$ cat src/rtl/sar_pkg.sv
package sar_pkg;

  typedef enum logic [1:0] {
    ST_READY = 2'd0,
    ST_CONV  = 2'd1,
    ST_DONE  = 2'd2
  } sarState_t;

  // strobes from the sequencer to the code register
  typedef struct packed {
    logic load;    // load mid-scale trial
    logic decide;  // resolve the bit under test
    logic latch;   // copy resolved code to result, raise done
    logic clear;   // drop done flag
  } sarStrobe_t;

endpackage

$ cat src/rtl/sar_ctrl.sv
module sar_ctrl
  import sar_pkg::*;
#(
  parameter int WIDTH = 8,
  localparam int IDXW = $clog2(WIDTH)
) (
  input  logic            clk,
  input  logic            rst,
  input  logic            startReq,
  output sarStrobe_t      strobes,
  output logic [IDXW-1:0] bitIdx,
  output sarState_t       stateQ
);

  localparam logic [IDXW-1:0] TOP_IDX = IDXW'(WIDTH - 1);

  sarState_t stateNext;
  logic [IDXW-1:0] idxNext;

  always_comb begin
    strobes   = '0;
    stateNext = stateQ;
    idxNext   = bitIdx;
    unique case (stateQ)
      ST_READY: begin
        if (startReq) begin
          strobes.load = 1'b1;
          stateNext    = ST_CONV;
          idxNext      = TOP_IDX;
        end
      end
      ST_CONV: begin
        strobes.decide = 1'b1;
        if (bitIdx == '0) begin
          strobes.latch = 1'b1;
          stateNext     = ST_DONE;
        end else begin
          idxNext = bitIdx - 1'b1;
        end
      end
      ST_DONE: begin
        if (!startReq) begin
          strobes.clear = 1'b1;
          stateNext     = ST_READY;
        end
      end
      default: stateNext = ST_READY;
    endcase
  end

  always_ff @(posedge clk) begin
    if (rst) begin
      stateQ <= ST_READY;
      bitIdx <= TOP_IDX;
    end else begin
      stateQ <= stateNext;
      bitIdx <= idxNext;
    end
  end

  AST_ONE_STROBE_PHASE: assert property (@(posedge clk) disable iff (rst)
    $onehot0({strobes.load, strobes.decide, strobes.clear}));

  AST_CONV_COUNTS_DOWN: assert property (@(posedge clk) disable iff (rst)
    (stateQ == ST_CONV && bitIdx != '0) |=> (stateQ == ST_CONV && bitIdx == $past(bitIdx) - 1'b1));

endmodule

$ cat src/rtl/sar_dpath.sv
module sar_dpath
  import sar_pkg::*;
#(
  parameter int WIDTH = 8,
  localparam int IDXW = $clog2(WIDTH)
) (
  input  logic             clk,
  input  logic             rst,
  input  sarStrobe_t       strobes,
  input  logic [IDXW-1:0]  bitIdx,
  input  logic             trialHigh,
  output logic [WIDTH-1:0] trialCode,
  output logic [WIDTH-1:0] resultCode,
  output logic             convDone
);

  logic [WIDTH-1:0] trialNext;
  logic [WIDTH-1:0] keepMask;   // bits at or below the bit under test

  for (genvar i = 0; i < WIDTH; i++) begin : g_bit
    logic isTested;
    logic isNextLow;
    assign isTested  = (bitIdx == IDXW'(i));
    if (i < WIDTH - 1) begin : g_low
      assign isNextLow = (bitIdx == IDXW'(i + 1));
    end else begin : g_top
      assign isNextLow = 1'b0;
    end
    assign keepMask[i] = (IDXW'(i) <= bitIdx);

    always_comb begin
      trialNext[i] = trialCode[i];
      if (strobes.load) begin
        trialNext[i] = (i == WIDTH - 1);
      end else if (strobes.decide) begin
        if (isTested)       trialNext[i] = ~trialHigh;
        else if (isNextLow) trialNext[i] = 1'b1;
      end
    end
  end

  always_ff @(posedge clk) begin
    if (rst) begin
      trialCode  <= '0;
      resultCode <= '0;
      convDone   <= 1'b0;
    end else begin
      trialCode <= trialNext;
      if (strobes.latch) begin
        resultCode <= trialNext;
        convDone   <= 1'b1;
      end else if (strobes.clear) begin
        convDone <= 1'b0;
      end
    end
  end

  AST_UPPER_BITS_KEPT: assert property (@(posedge clk) disable iff (rst)
    strobes.decide |=> (((trialCode ^ $past(trialCode)) & ~$past(keepMask)) == '0));

  AST_TESTED_BIT_RULE: assert property (@(posedge clk) disable iff (rst)
    (strobes.decide && trialHigh) |=> ((trialCode & ~$past(trialCode) & ~($past(keepMask) >> 1)) == '0));

endmodule

$ cat src/rtl/sar_adc_ctrl.sv
module sar_adc_ctrl
  import sar_pkg::*;
#(
  parameter int WIDTH = 8
) (
  input  logic             clk,
  input  logic             rst,
  input  logic             startReq,
  input  logic             trialHigh,
  output logic [WIDTH-1:0] trialCode,
  output logic [WIDTH-1:0] resultCode,
  output logic             convDone
);

  localparam int IDXW = $clog2(WIDTH);
  localparam logic [WIDTH-1:0] MID_CODE = WIDTH'(1) << (WIDTH - 1);

  sarStrobe_t      strobes;
  logic [IDXW-1:0] bitIdx;
  sarState_t       stateQ;

  sar_ctrl #(.WIDTH(WIDTH)) i_ctrl (
    .clk      (clk),
    .rst      (rst),
    .startReq (startReq),
    .strobes  (strobes),
    .bitIdx   (bitIdx),
    .stateQ   (stateQ)
  );

  sar_dpath #(.WIDTH(WIDTH)) i_dpath (
    .clk        (clk),
    .rst        (rst),
    .strobes    (strobes),
    .bitIdx     (bitIdx),
    .trialHigh  (trialHigh),
    .trialCode  (trialCode),
    .resultCode (resultCode),
    .convDone   (convDone)
  );

  // decision-edge counter for the latency check
  logic [IDXW:0] stepCnt;
  always_ff @(posedge clk) begin
    if (rst)                                        stepCnt <= '0;
    else if (stateQ == ST_READY && startReq)        stepCnt <= '0;
    else if (stateQ == ST_CONV)                     stepCnt <= stepCnt + 1'b1;
  end

  AST_MIDSCALE_LOAD: assert property (@(posedge clk) disable iff (rst)
    (stateQ == ST_READY && startReq) |=> (trialCode == MID_CODE));

  AST_DONE_LATENCY: assert property (@(posedge clk) disable iff (rst)
    $rose(convDone) |-> (stepCnt == (IDXW+1)'(WIDTH)));

  AST_RESULT_ONLY_AT_DONE: assert property (@(posedge clk) disable iff (rst)
    (resultCode != $past(resultCode)) |-> $rose(convDone));

  AST_DONE_HOLD: assert property (@(posedge clk) disable iff (rst)
    (convDone && startReq) |=> (convDone && $stable(resultCode) && $stable(trialCode)));

  AST_DONE_RELEASE: assert property (@(posedge clk) disable iff (rst)
    (convDone && !startReq) |=> !convDone);

  AST_IDLE_IGNORES_CMP: assert property (@(posedge clk) disable iff (rst)
    (stateQ == ST_READY && !startReq) |=> ($stable(trialCode) && $stable(resultCode)));

endmodule

$ cat config.mk
export PLATFORM = sky130hd
export DESIGN_NAME = sar_adc_ctrl
export DESIGN_NICKNAME = d
export VERILOG_FILES = /design/src/rtl/sar_pkg.sv /design/src/rtl/sar_ctrl.sv /design/src/rtl/sar_dpath.sv /design/src/rtl/sar_adc_ctrl.sv
export SDC_FILE = /design/constraint.sdc
export NUM_CORES = 1
export LEC_CHECK = 0
export ABC_CLOCK_PERIOD_IN_PS = 1800
export CORE_UTILIZATION = 33
export CTS_CLUSTER_SIZE = 25
export DETAILED_ROUTE_END_ITERATION = 7
export DONT_BUFFER_PORTS = 1
export SLEW_MARGIN = 25
export SYNTH_ARGS = -nofsm -noshare
export SYNTH_HDL_FRONTEND = slang
export SYNTH_SLANG_ARGS = --single-unit
$ cat constraint.sdc
create_clock -name clk -period 1.8 [get_ports clk]
set_input_delay 0 -clock clk [delete_from_list [all_inputs] [get_ports clk]]
set_output_delay 0 -clock clk [all_outputs]
set_load 0.005 [all_outputs]
==> flow_summary.toml, run 1 <==
[timing]
drv_slew = 0
tns_setup_ps = 0
period_share = 0.898
fin_skew_ps = 7.52
unrepaired_setup_endpoints_after_global_routing = "no"
slew_headroom = 0.601
layout_min_cycle_time_ps = 1620
timing.hold.ws_ps = 64.4
timing.final.setup_violations = 0
max_freq_mhz = 619
worst_pin_slew_ps = 597
final.setup.worst_slack_ps = 184
hold_viol_final = 0

[clocking]
tritoncts = "done"
tritoncts.num_buffers = 3
clkSinkCount = 22
post_cts_buffers = 0
clock_latency_ps = 310
cts_htree_levels = 1
clk_pin_slew_worst_paths_ps = 120
number_of_buffers_between_clock_root_and_the_deepest_sink = 2
clock_tree.root_cell = "sky130_fd_sc_hd__clkbuf_4"

[die]
die_h_um = 58.5
coreArea_um2 = 3030
die_area_um2 = 3420
floorplan.die.width_um = 58.5
starting_utilization_of_the_core_area = 0.348
boundaryPins = 21
floorplan.rows = 20

[setup_path]
timing.critical_path.to = "i_dpath.resultCode[1]$_SDFFE_PP0P_"
worst_r2r_setup_slack_ps = 180
r2r.worst_path.cells = 5
crit_path_start_kind = "register"
endpoint_kind = "register"
path_max_fanout = 13
worst_ep_arrival_time_ps = 1840
crit_path_cell_trace = "inv_1, ha_1, and4bb_4, nand2b_4, o32ai_1"
setup.worst_path.start = "i_ctrl.bitIdx[0]$_SDFFE_PP1P_"
crit-reg2reg-capture = "i_dpath.resultCode[1]$_SDFFE_PP0P_"
cp_data_required_time_ps = 2020
timing.critical_path.slowest_stage_cell = "sky130_fd_sc_hd__and4bb_4"
r2r_start = "i_ctrl.bitIdx[0]$_SDFFE_PP1P_"
critical_path_class = "reg -> reg"
crit_path_max_incr_delay_ps = 420

[global_route]
grt_pass1_vias = 785
grt_util_all_layers = 0.152
grt-ovfl-total = 0
grt_antenna_before_repair = 0
grt_first_pass_wirelength_mm = 3.89
grt_max_degree = 18

[pwr]
clock_power_share = 0.318
total_power_mw = 0.860
netSwitchingPower_mw = 0.208
pwr_density_cell_nw_per_um2 = 765
peakVddDrop_mv = 0.461
power.combinational.fraction = 0.090
leakage_nw = 0.404
switching_power_as_a_share_of_total_power = 0.242
power_frac_seq = 0.592
internal-power_mw = 0.652

[final_layout]
areaGrowthSynthToFinish_pct = 6.90
layout-drive-gt1-share = 0.139
num-nets-final = 118
antenna_cells = 0
n_fill_cell = 325

[status]
run_status = "complete, no violations"

[logic_synthesis]
synth_enable_flop_cells = 0
netlist-cell-type-count = 39
ys_top_cells_by_count = "22 x sky130_fd_sc_hd__dfxtp_1, 10 x sky130_fd_sc_hd__a21oi_1, 8 x sky130_fd_sc_hd__nor2_1"
ys.flop_type = "sky130_fd_sc_hd__dfxtp_1"
yosysTopAreaCellShare = 0.419
sequential_area_share_after_synthesis = 0.419
top_cells_by_area_in_the_synthesized_netlist = "sky130_fd_sc_hd__dfxtp_1 42%, sky130_fd_sc_hd__ha_1 5.9%, sky130_fd_sc_hd__a21oi_1 4.8%, sky130_fd_sc_hd__mux2i_1 3.8%, sky130_fd_sc_hd__nand2b_1 3.6%"
asyncSetResetFlopFracSynth = 0
synth-warning-count = 0
yosys.cell_count.top_type = "sky130_fd_sc_hd__dfxtp_1"
synth_area_leader_cell = "sky130_fd_sc_hd__dfxtp_1"
cells_after_synth = 108
synth_fp_nets = 117
post_synth.cell_area_avg_um2 = 9.74
post_synthesis_sequential_element_count = 22
netlist_area_um2 = 1050

[route]
routed_antenna_nets = 0
routed_via_density = 5.11
totalWireLength_mm = 2.22
vias = 776
drt_iter0_drc = 26
dr.pass1.iters = 4
route.detailed.wl_per_inst_um = 14.6
drc = 0

[flow_run]
maxCapViolations = 0

[hold_path]
class_of_the_most_critical_hold_timing_path = "in -> reg"
worst_hold_path.num_cells = 3

[placement]
gp_routability_congestion = 0.803
io_buffer_count = 0
dp.final_hpwl_mm = 1.55
dp_worst_setup_slack_ps = 224
power groups by stage:
stage | registers [mW] | clock network, mW | logic [mW]
CTS | 0.510 | 0.285 | 0.0769
global placement | 0.519 | 0 | 0.0614
detailed placement | 0.521 | 0 | 0.0627
finish | 0.510 | 0.273 | 0.0773
floorplan | 0.515 | 0 | 0.0603
global route | 0.513 | 0.305 | 0.0870
cell families (layout without fill, tap and decap cells):
group | count (synthesis) | count (layout) | synth area share
and+or+nand+nor | 37 | 37 | 0.231
AOI/OAI and AO/OA | 28 | 28 | 0.182
DFF | 22 | 22 | 0.419
buffers and inverters | 11 | 11 | 0.0606
adders and majority gates | 5 | 5 | 0.0595
muxes | 5 | 5 | 0.0488
layout by cell type, fill, tap and decap left out, drive strengths merged, types with 2 or more instances in the layout:
cell type and n:
a211oi 3, a21oi 10, a311oi 4, clkbuf 4
dfxtp 22, dlygate4sd3 3, ha 5, inv 4
mux2i 4, nand2b 8, nor2 9, nor2b 2
nor3 3, nor3b 2, o21ai 4, o32ai 3
or2 3, or3b 2
metal layers:
metal	up-vias	global-route usage	part of all wire
met5	-	0	0
met4	0	0.0442	0.0094
met3	2	0.0703	0.073
met2	23	0.232	0.44
met1	361	0.193	0.47
li1	390	-	-
per-stage QoR:
step	utilization	area (um2)	std cells
floorplan	-	1050	108
global placement	0.350	1060	145
detailed placement	0.350	1060	145
CTS	0.371	1120	152
global route	0.371	1120	152
finish	0.371	1120	152
flip-flops by register name (all words and copies together), names as in the netlist:
name	flops
i_dpath.resultCode	8
i_ctrl.bitIdx	3
i_ctrl.stateQ	2
i_dpath.convDone	1
i_dpath.trialCode	8
final cells by class:
class / count / area, um2 / share of cell area
Tap cell: 44 / 55.1 / 0.0489
Sequential cell: 22 / 440 / 0.392
Inverter: 4 / 15.0 / 0.0133
Clock buffer: 4 / 36.3 / 0.0323
Multi-Input combinational cell: 75 / 548 / 0.487
Timing Repair Buffer: 3 / 30.0 / 0.0267
how the worst min path moves through the flow:
stage | start | to | slack [ps]
2_1_floorplan | rst | i_ctrl.stateQ[0]$_SDFFE_PP0P_ | 90
3_3_place_gp | rst | i_dpath.resultCode[0]$_SDFFE_PP0P_ | 70
3_5_place_dp | rst | i_dpath.resultCode[0]$_SDFFE_PP0P_ | 70
4_1_cts | startReq | i_ctrl.bitIdx[0]$_SDFFE_PP1P_ | 50
5_1_grt | startReq | i_ctrl.bitIdx[0]$_SDFFE_PP1P_ | 60
6_report | startReq | i_ctrl.bitIdx[0]$_SDFFE_PP1P_ | 60
worst max-delay path: cells and delay by family (launching register included):
family	cells	cell delay, ps
and+or+nand+nor	2	500
DFF	1	370
adders and majority gates	1	260
buffers and inverters	1	120
AOI/OAI and AO/OA	1	270
repair_timing:
item | 4_1_cts | 5_1_grt
hold buffers | 3 | 0
resized for setup | 0 | 0
hold endpoints to repair | 22 | 0
(Power assumes the default switching activity.)
==> inputs of run 2 (changes only) <==
--- a/config.mk
+++ b/config.mk
@@ -5,7 +5,7 @@
 export SDC_FILE = /design/constraint.sdc
 export NUM_CORES = 1
 export LEC_CHECK = 0
-export ABC_CLOCK_PERIOD_IN_PS = 1800
+export ABC_CLOCK_PERIOD_IN_PS = 1500
 export CORE_UTILIZATION = 33
 export CTS_CLUSTER_SIZE = 25
 export DETAILED_ROUTE_END_ITERATION = 7
==> constraint.sdc (replaced) <==
create_clock -name clk -period 1.5 [get_ports clk]
set_input_delay 0 -clock clk [delete_from_list [all_inputs] [get_ports clk]]
set_output_delay 0 -clock clk [all_outputs]
set_load 0.005 [all_outputs]
==> run 2 against run 1 <==
  * The run now ends with hold timing left
  * Cell count increased by 4.6%
  * Register-to-register slack got worse by 130 ps
  * Die area unchanged
  * Critical path type unchanged
==> flow_summary.toml, run 2 (synthesized netlist as in run 1, its figures left out) <==
[setup_path]
endpoint_kind = "register"
cp_data_required_time_ps = 1700
crit_path_cell_trace = "buf_4, ha_1, or2_2, a21oi_1, o32ai_1"
timing.critical_path.slowest_stage_cell = "sky130_fd_sc_hd__dfxtp_1"
worst_ep_arrival_time_ps = 1650
crit_path_start_kind = "register"
critical_path_class = "reg -> reg"
crit_path_max_incr_delay_ps = 340
path_max_fanout = 4

[timing]
worst_pin_slew_ps = 344
fin_skew_ps = 2.24
timing.hold.ws_ps = -260
layout_min_cycle_time_ps = 1450
max_freq_mhz = 689
drv_slew = 0
timing.final.setup_violations = 0
unrepaired_setup_endpoints_after_global_routing = "no"
slew_headroom = 0.770
tns_setup_ps = 0
period_share = 0.967
hold_viol_final = 22

[die]
starting_utilization_of_the_core_area = 0.348
coreArea_um2 = 3030
die_h_um = 58.5
floorplan.rows = 20
floorplan.die.width_um = 58.5
die_area_um2 = 3420
boundaryPins = 21

[pwr]
internal-power_mw = 0.784
switching_power_as_a_share_of_total_power = 0.239
netSwitchingPower_mw = 0.246
leakage_nw = 0.431
pwr_density_cell_nw_per_um2 = 850
peakVddDrop_mv = 0.492
total_power_mw = 1.03
power_frac_seq = 0.592
power.combinational.fraction = 0.090
clock_power_share = 0.318

[global_route]
grt-ovfl-total = 0
grt_antenna_before_repair = 0
grt_first_pass_wirelength_mm = 3.86
grt_util_all_layers = 0.149
grt_pass1_vias = 780
grt_max_degree = 18

[route]
routed_via_density = 5.24
routed_antenna_nets = 0
drt_iter0_drc = 21
drc = 0
dr.pass1.iters = 4
route.detailed.wl_per_inst_um = 14.8
vias = 833
totalWireLength_mm = 2.36

[clocking]
clock_tree.root_cell = "sky130_fd_sc_hd__clkbuf_4"
clock_latency_ps = 300
cts_htree_levels = 1
clk_pin_slew_worst_paths_ps = 120
number_of_buffers_between_clock_root_and_the_deepest_sink = 2
tritoncts = "done"
post_cts_hold_buffer_count = 4
tritoncts.num_buffers = 3
clkSinkCount = 22

[flow_run]
maxCapViolations = 0

[final_layout]
post-route-util = 0.400
registers_with_the_most_flip_flops = "i_dpath.resultCode (8), i_dpath.trialCode (8), i_ctrl.bitIdx (3)"
num-nets-final = 125
mostFrequentLayoutCells = "22 x sky130_fd_sc_hd__dfxtp_1, 8 x sky130_fd_sc_hd__nor2_1, 8 x sky130_fd_sc_hd__a21oi_1, 6 x sky130_fd_sc_hd__nand2b_1, 5 x sky130_fd_sc_hd__buf_4"
mostFrequentLayoutCell = "sky130_fd_sc_hd__dfxtp_1"
areaGrowthSynthToFinish_pct = 15.2
antenna_cells = 0
layout-drive-gt1-share = 0.217

[status]
run_status = "complete, but fails checks"
failed_checks = "hold timing"

[placement]
gp_routability_congestion = 0.787
io_buffer_count = 0
dp.final_hpwl_mm = 1.55

[hold_path]
class_of_the_most_critical_hold_timing_path = "in -> reg"
## run 2: cell types whose count changed in the layout (fill, tap and decap cells not counted)
cell,change
sky130_fd_sc_hd__dlygate4sd3_1,+1
sky130_fd_sc_hd__inv_2,+1
sky130_fd_sc_hd__a21oi_2,+2
sky130_fd_sc_hd__buf_4,+5
sky130_fd_sc_hd__a21oi_1,-2
sky130_fd_sc_hd__buf_12,+1
sky130_fd_sc_hd__ha_1,-1
sky130_fd_sc_hd__ha_4,+1
sky130_fd_sc_hd__inv_1,-1
## run 2: timing repair
action / CTS / global route
setup buffers: 4 / 0
setup endpoints to repair: 2 / 9
endpoints found under the hold margin: 22 / 22
resized for setup: 0 / 5
## run 2: worst paths after layout
| kind | start | to | slack [ps] | depth (start not counted) |
|---|---|---|---|---|
| worst max-delay path | i_ctrl.bitIdx[0]$_SDFFE_PP1P_ | i_dpath.resultCode[1]$_SDFFE_PP0P_ | 50 | 5 |
| worst min-delay path | rst | i_dpath.resultCode[0]$_SDFFE_PP0P_ | -260 | 1 |
| worst max register to register | i_ctrl.bitIdx[0]$_SDFFE_PP1P_ | i_dpath.resultCode[1]$_SDFFE_PP0P_ | 50 | 5 |
| worst min register to register | i_dpath.convDone$_SDFFE_PP0P_ | i_dpath.convDone$_SDFFE_PP0P_ | 530 | 2 |
## run 2: power groups by stage
stage	clock network [mW]	logic, mW	registers [mW]
2_1_floorplan	0	0.0723	0.618
3_3_place_gp	0	0.0798	0.622
3_5_place_dp	0	0.0814	0.623
4_1_cts	0.338	0.0869	0.609
5_1_grt	0.369	0.102	0.612
6_report	0.328	0.0923	0.610
## run 2: metrics by stage
| step | area [um2] | instances | setup WS, ps |
|---|---|---|---|
| global placement | 1070 | 147 | 68.7 |
| finish | 1210 | 159 | 49.0 |
| CTS | 1190 | 159 | 18.6 |
| detailed placement | 1070 | 147 | -34.1 |
| floorplan | 1050 | 108 | 97.4 |
| global route | 1210 | 159 | 10.1 |
## run 2: layout make-up
| class | count | area, um2 |
|---|---|---|
| inverter | 4 | 15.0 |
| sequential | 22 | 440 |
| tap | 44 | 55.1 |
| fill | 302 | 1820 |
| timing repair buffer | 10 | 97.6 |
| clock buffer | 4 | 36.3 |
| multi-input combinational | 75 | 568 |
## run 2: routing by layer
layer | track usage | wire length [um] | share of wire
met2 | 0.232 | 1080 | 0.46
met3 | 0.0725 | 192 | 0.081
met4 | 0.0204 | 13 | 0.0055
met1 | 0.192 | 1070 | 0.45
met5 | 0 | 0 | 0
## run 2: worst max-delay path, delay by kind of cell, from the launching register on
kind / cells / cell delay [ps]
AO/OA/AOI/OAI: 2 / 270
adder cells (fa/ha/maj): 1 / 240
AND/OR/NAND/NOR: 1 / 340
buffers and inverters: 1 / 150
flip-flops: 1 / 340
==> inputs of run 3 (changes only) <==
--- a/config.mk
+++ b/config.mk
@@ -6,6 +6,7 @@
 export NUM_CORES = 1
 export LEC_CHECK = 0
 export ABC_CLOCK_PERIOD_IN_PS = 1500
+export CORE_MARGIN = 2
 export CORE_UTILIZATION = 33
 export CTS_CLUSTER_SIZE = 25
 export DETAILED_ROUTE_END_ITERATION = 7
==> constraint.sdc (replaced) <==
create_clock -name clk -period 1.5 [get_ports clk]
set_input_delay 0.45 -clock clk [delete_from_list [all_inputs] [get_ports clk]]
set_output_delay 0.45 -clock clk [all_outputs]
set_load 0.005 [all_outputs]
==> run 3 against run 2 <==
  * Critical path depth is 1 higher
  * Sequential share of layout area grew 2.4 points
  * Combinational power down 11%
  * Sequential cell count unchanged
  * Largest power group unchanged
  * Cell count fell by 4.4%
  * Largest cell class unchanged
  * Non-clock buffer count down 7
  * The flow now finishes without violations
  * Fmax rose by 2.1%
  * Via count fell by 4.3%
  * Final area is 5.5% lower
==> flow_summary.toml, run 3 (synthesized netlist as in run 1, its figures left out) <==
[final_layout]
antenna_cells = 0
final_design_instance_area_without_fill_um2 = 1150
mostFrequentLayoutCell = "sky130_fd_sc_hd__dfxtp_1"
post-route-util = 0.375
areaGrowthSynthToFinish_pct = 8.92
mostFrequentLayoutCells = "19 x sky130_fd_sc_hd__dfxtp_1, 9 x sky130_fd_sc_hd__a21oi_1, 8 x sky130_fd_sc_hd__nor2_1, 6 x sky130_fd_sc_hd__nand2b_1"
n_fill_cell = 337
registers_with_the_most_flip_flops = "i_dpath.resultCode (8), i_dpath.trialCode (8), i_ctrl.bitIdx (3)"
num-nets-final = 119
layout-drive-gt1-share = 0.250

[status]
run_status = "complete, no violations"

[die]
boundaryPins = 21
starting_utilization_of_the_core_area = 0.345
floorplan.die.width_um = 60.5
die_area_um2 = 3660
die_h_um = 60.5
coreArea_um2 = 3050
floorplan.rows = 20

[setup_path]
path_max_fanout = 6
cp_data_required_time_ps = 1720
endpoint_kind = "register"
worst_ep_arrival_time_ps = 1640
timing.critical_path.to = "i_dpath.resultCode[7]$_SDFFE_PP0P_"
r2r_start = "i_ctrl.bitIdx[0]$_SDFFE_PP1P_"
worst_r2r_setup_slack_ps = 80
crit-reg2reg-capture = "i_dpath.resultCode[7]$_SDFFE_PP0P_"
r2r.worst_path.cells = 6
crit_path_start_kind = "register"
setup.worst_path.start = "i_ctrl.bitIdx[0]$_SDFFE_PP1P_"
critical_path_class = "reg -> reg"

[timing]
timing.final.setup_violations = 0
hold_viol_final = 0
slew_headroom = 0.734
layout_min_cycle_time_ps = 1420
worst_pin_slew_ps = 398
tns_setup_ps = 0
drv_slew = 0
timing.hold.ws_ps = 191
max_freq_mhz = 704
fin_skew_ps = 6.54
unrepaired_setup_endpoints_after_global_routing = "no"
period_share = 0.947

[clocking]
clock_tree.root_cell = "sky130_fd_sc_hd__clkbuf_4"
number_of_buffers_between_clock_root_and_the_deepest_sink = 2
post_cts_hold_buffer_count = 0
clock_latency_ps = 310
clk_pin_slew_worst_paths_ps = 110
cts_htree_levels = 1
clkSinkCount = 22
tritoncts.num_buffers = 3
tritoncts = "done"

[global_route]
grt-ovfl-total = 0
busiest_metal_layer_after_global_routing = "met2"
grt.met3_usage = 0.0554
grt_max_degree = 18
grt_antenna_before_repair = 0
grt_util_all_layers = 0.133
grt_first_pass_wirelength_mm = 3.59
grtUsageMet2 = 0.196
globalRouteMet1Util = 0.176
grt_pass1_vias = 726

[route]
vias = 797
route.detailed.wl_per_inst_um = 14.6
dr.pass1.iters = 2
drt_iter0_drc = 20
drc = 0
totalWireLength_mm = 2.22
routed_via_density = 5.24
routed_antenna_nets = 0

[pwr]
leakage_nw = 0.398
peakVddDrop_mv = 0.501
pwr_density_cell_nw_per_um2 = 836
total_power_mw = 0.958

[placement]
place_area_um2 = 1070
dp.final_hpwl_mm = 1.49
gp_routability_congestion = 0.746
io_buffer_count = 0

[hold_path]
class_of_the_most_critical_hold_timing_path = "in -> reg"

[flow_run]
maxCapViolations = 0
run 3: changes by cell type in the layout (fill, tap and decap cells not counted), moves of 2 or more:
cell | previous run | this run
sky130_fd_sc_hd__dlygate4sd3_1 | 4 | 0
sky130_fd_sc_hd__dfxtp_2 | 0 | 3
sky130_fd_sc_hd__buf_4 | 5 | 3
sky130_fd_sc_hd__dfxtp_1 | 22 | 19
run 3: report_power, final:
group	total (mW)	internal [mW]	switching, mW	leakage [nW]
clock network	0.262	0.0939	0.168	0.0138
logic	0.0821	0.0354	0.0467	0.207
registers	0.614	0.597	0.0172	0.178
total	0.958	0.726	0.232	0.398
run 3: final cells by class:
cell class                      instances  area [um2]  area share
Inverter                                4        15.0      0.0131
Multi-Input combinational cell         76         587       0.512
Timing Repair Buffer                    3        22.5      0.0197
Clock buffer                            3        22.5      0.0197
Tap cell                               44        55.1      0.0480
Sequential cell                        22         444       0.388
run 3: routing by layer:
metal	wire, um	share of wire
met5	0	0
met4	36	0.016
met3	144	0.065
met1	1060	0.48
met2	976	0.44
run 3: timing repair:
action,in CTS,in global routing
hold endpoints to repair,0,0
buffers inserted,1,1
gates cloned,1,0
setup endpoints to repair,9,12
resized for setup,2,8
run 3: worst min-delay path by stage:
stage | from | end | cells past startpoint
finish | rst | i_dpath.resultCode[0]$_SDFFE_PP0P_ | 1
global route | rst | i_dpath.resultCode[0]$_SDFFE_PP0P_ | 1
CTS | rst | i_dpath.resultCode[0]$_SDFFE_PP0P_ | 1
detailed placement | i_dpath.resultCode[1]$_SDFFE_PP0P_ | i_dpath.resultCode[1]$_SDFFE_PP0P_ | 2
global placement | i_dpath.convDone$_SDFFE_PP0P_ | i_dpath.convDone$_SDFFE_PP0P_ | 2
floorplan | i_dpath.resultCode[3]$_SDFFE_PP0P_ | i_dpath.resultCode[3]$_SDFFE_PP0P_ | 2
run 3: per-stage QoR:
| step | instances | setup slack [ps] |
|---|---|---|
| 2_1_floorplan | 108 | 97.4 |
| 3_3_place_gp | 146 | 12.4 |
| 3_5_place_dp | 146 | -41.4 |
| 4_1_cts | 151 | 0.400 |
| 5_1_grt | 152 | 11.8 |
| 6_report | 152 | 79.2 |
run 3: critical path, stage by stage (launching register included):
cell and delay, ps:
sky130_fd_sc_hd__dfxtp_2 360, sky130_fd_sc_hd__inv_2 100, sky130_fd_sc_hd__ha_4 170, sky130_fd_sc_hd__and4bb_4 330
sky130_fd_sc_hd__buf_4 140, sky130_fd_sc_hd__mux2i_1 170, sky130_fd_sc_hd__nor2_1 50
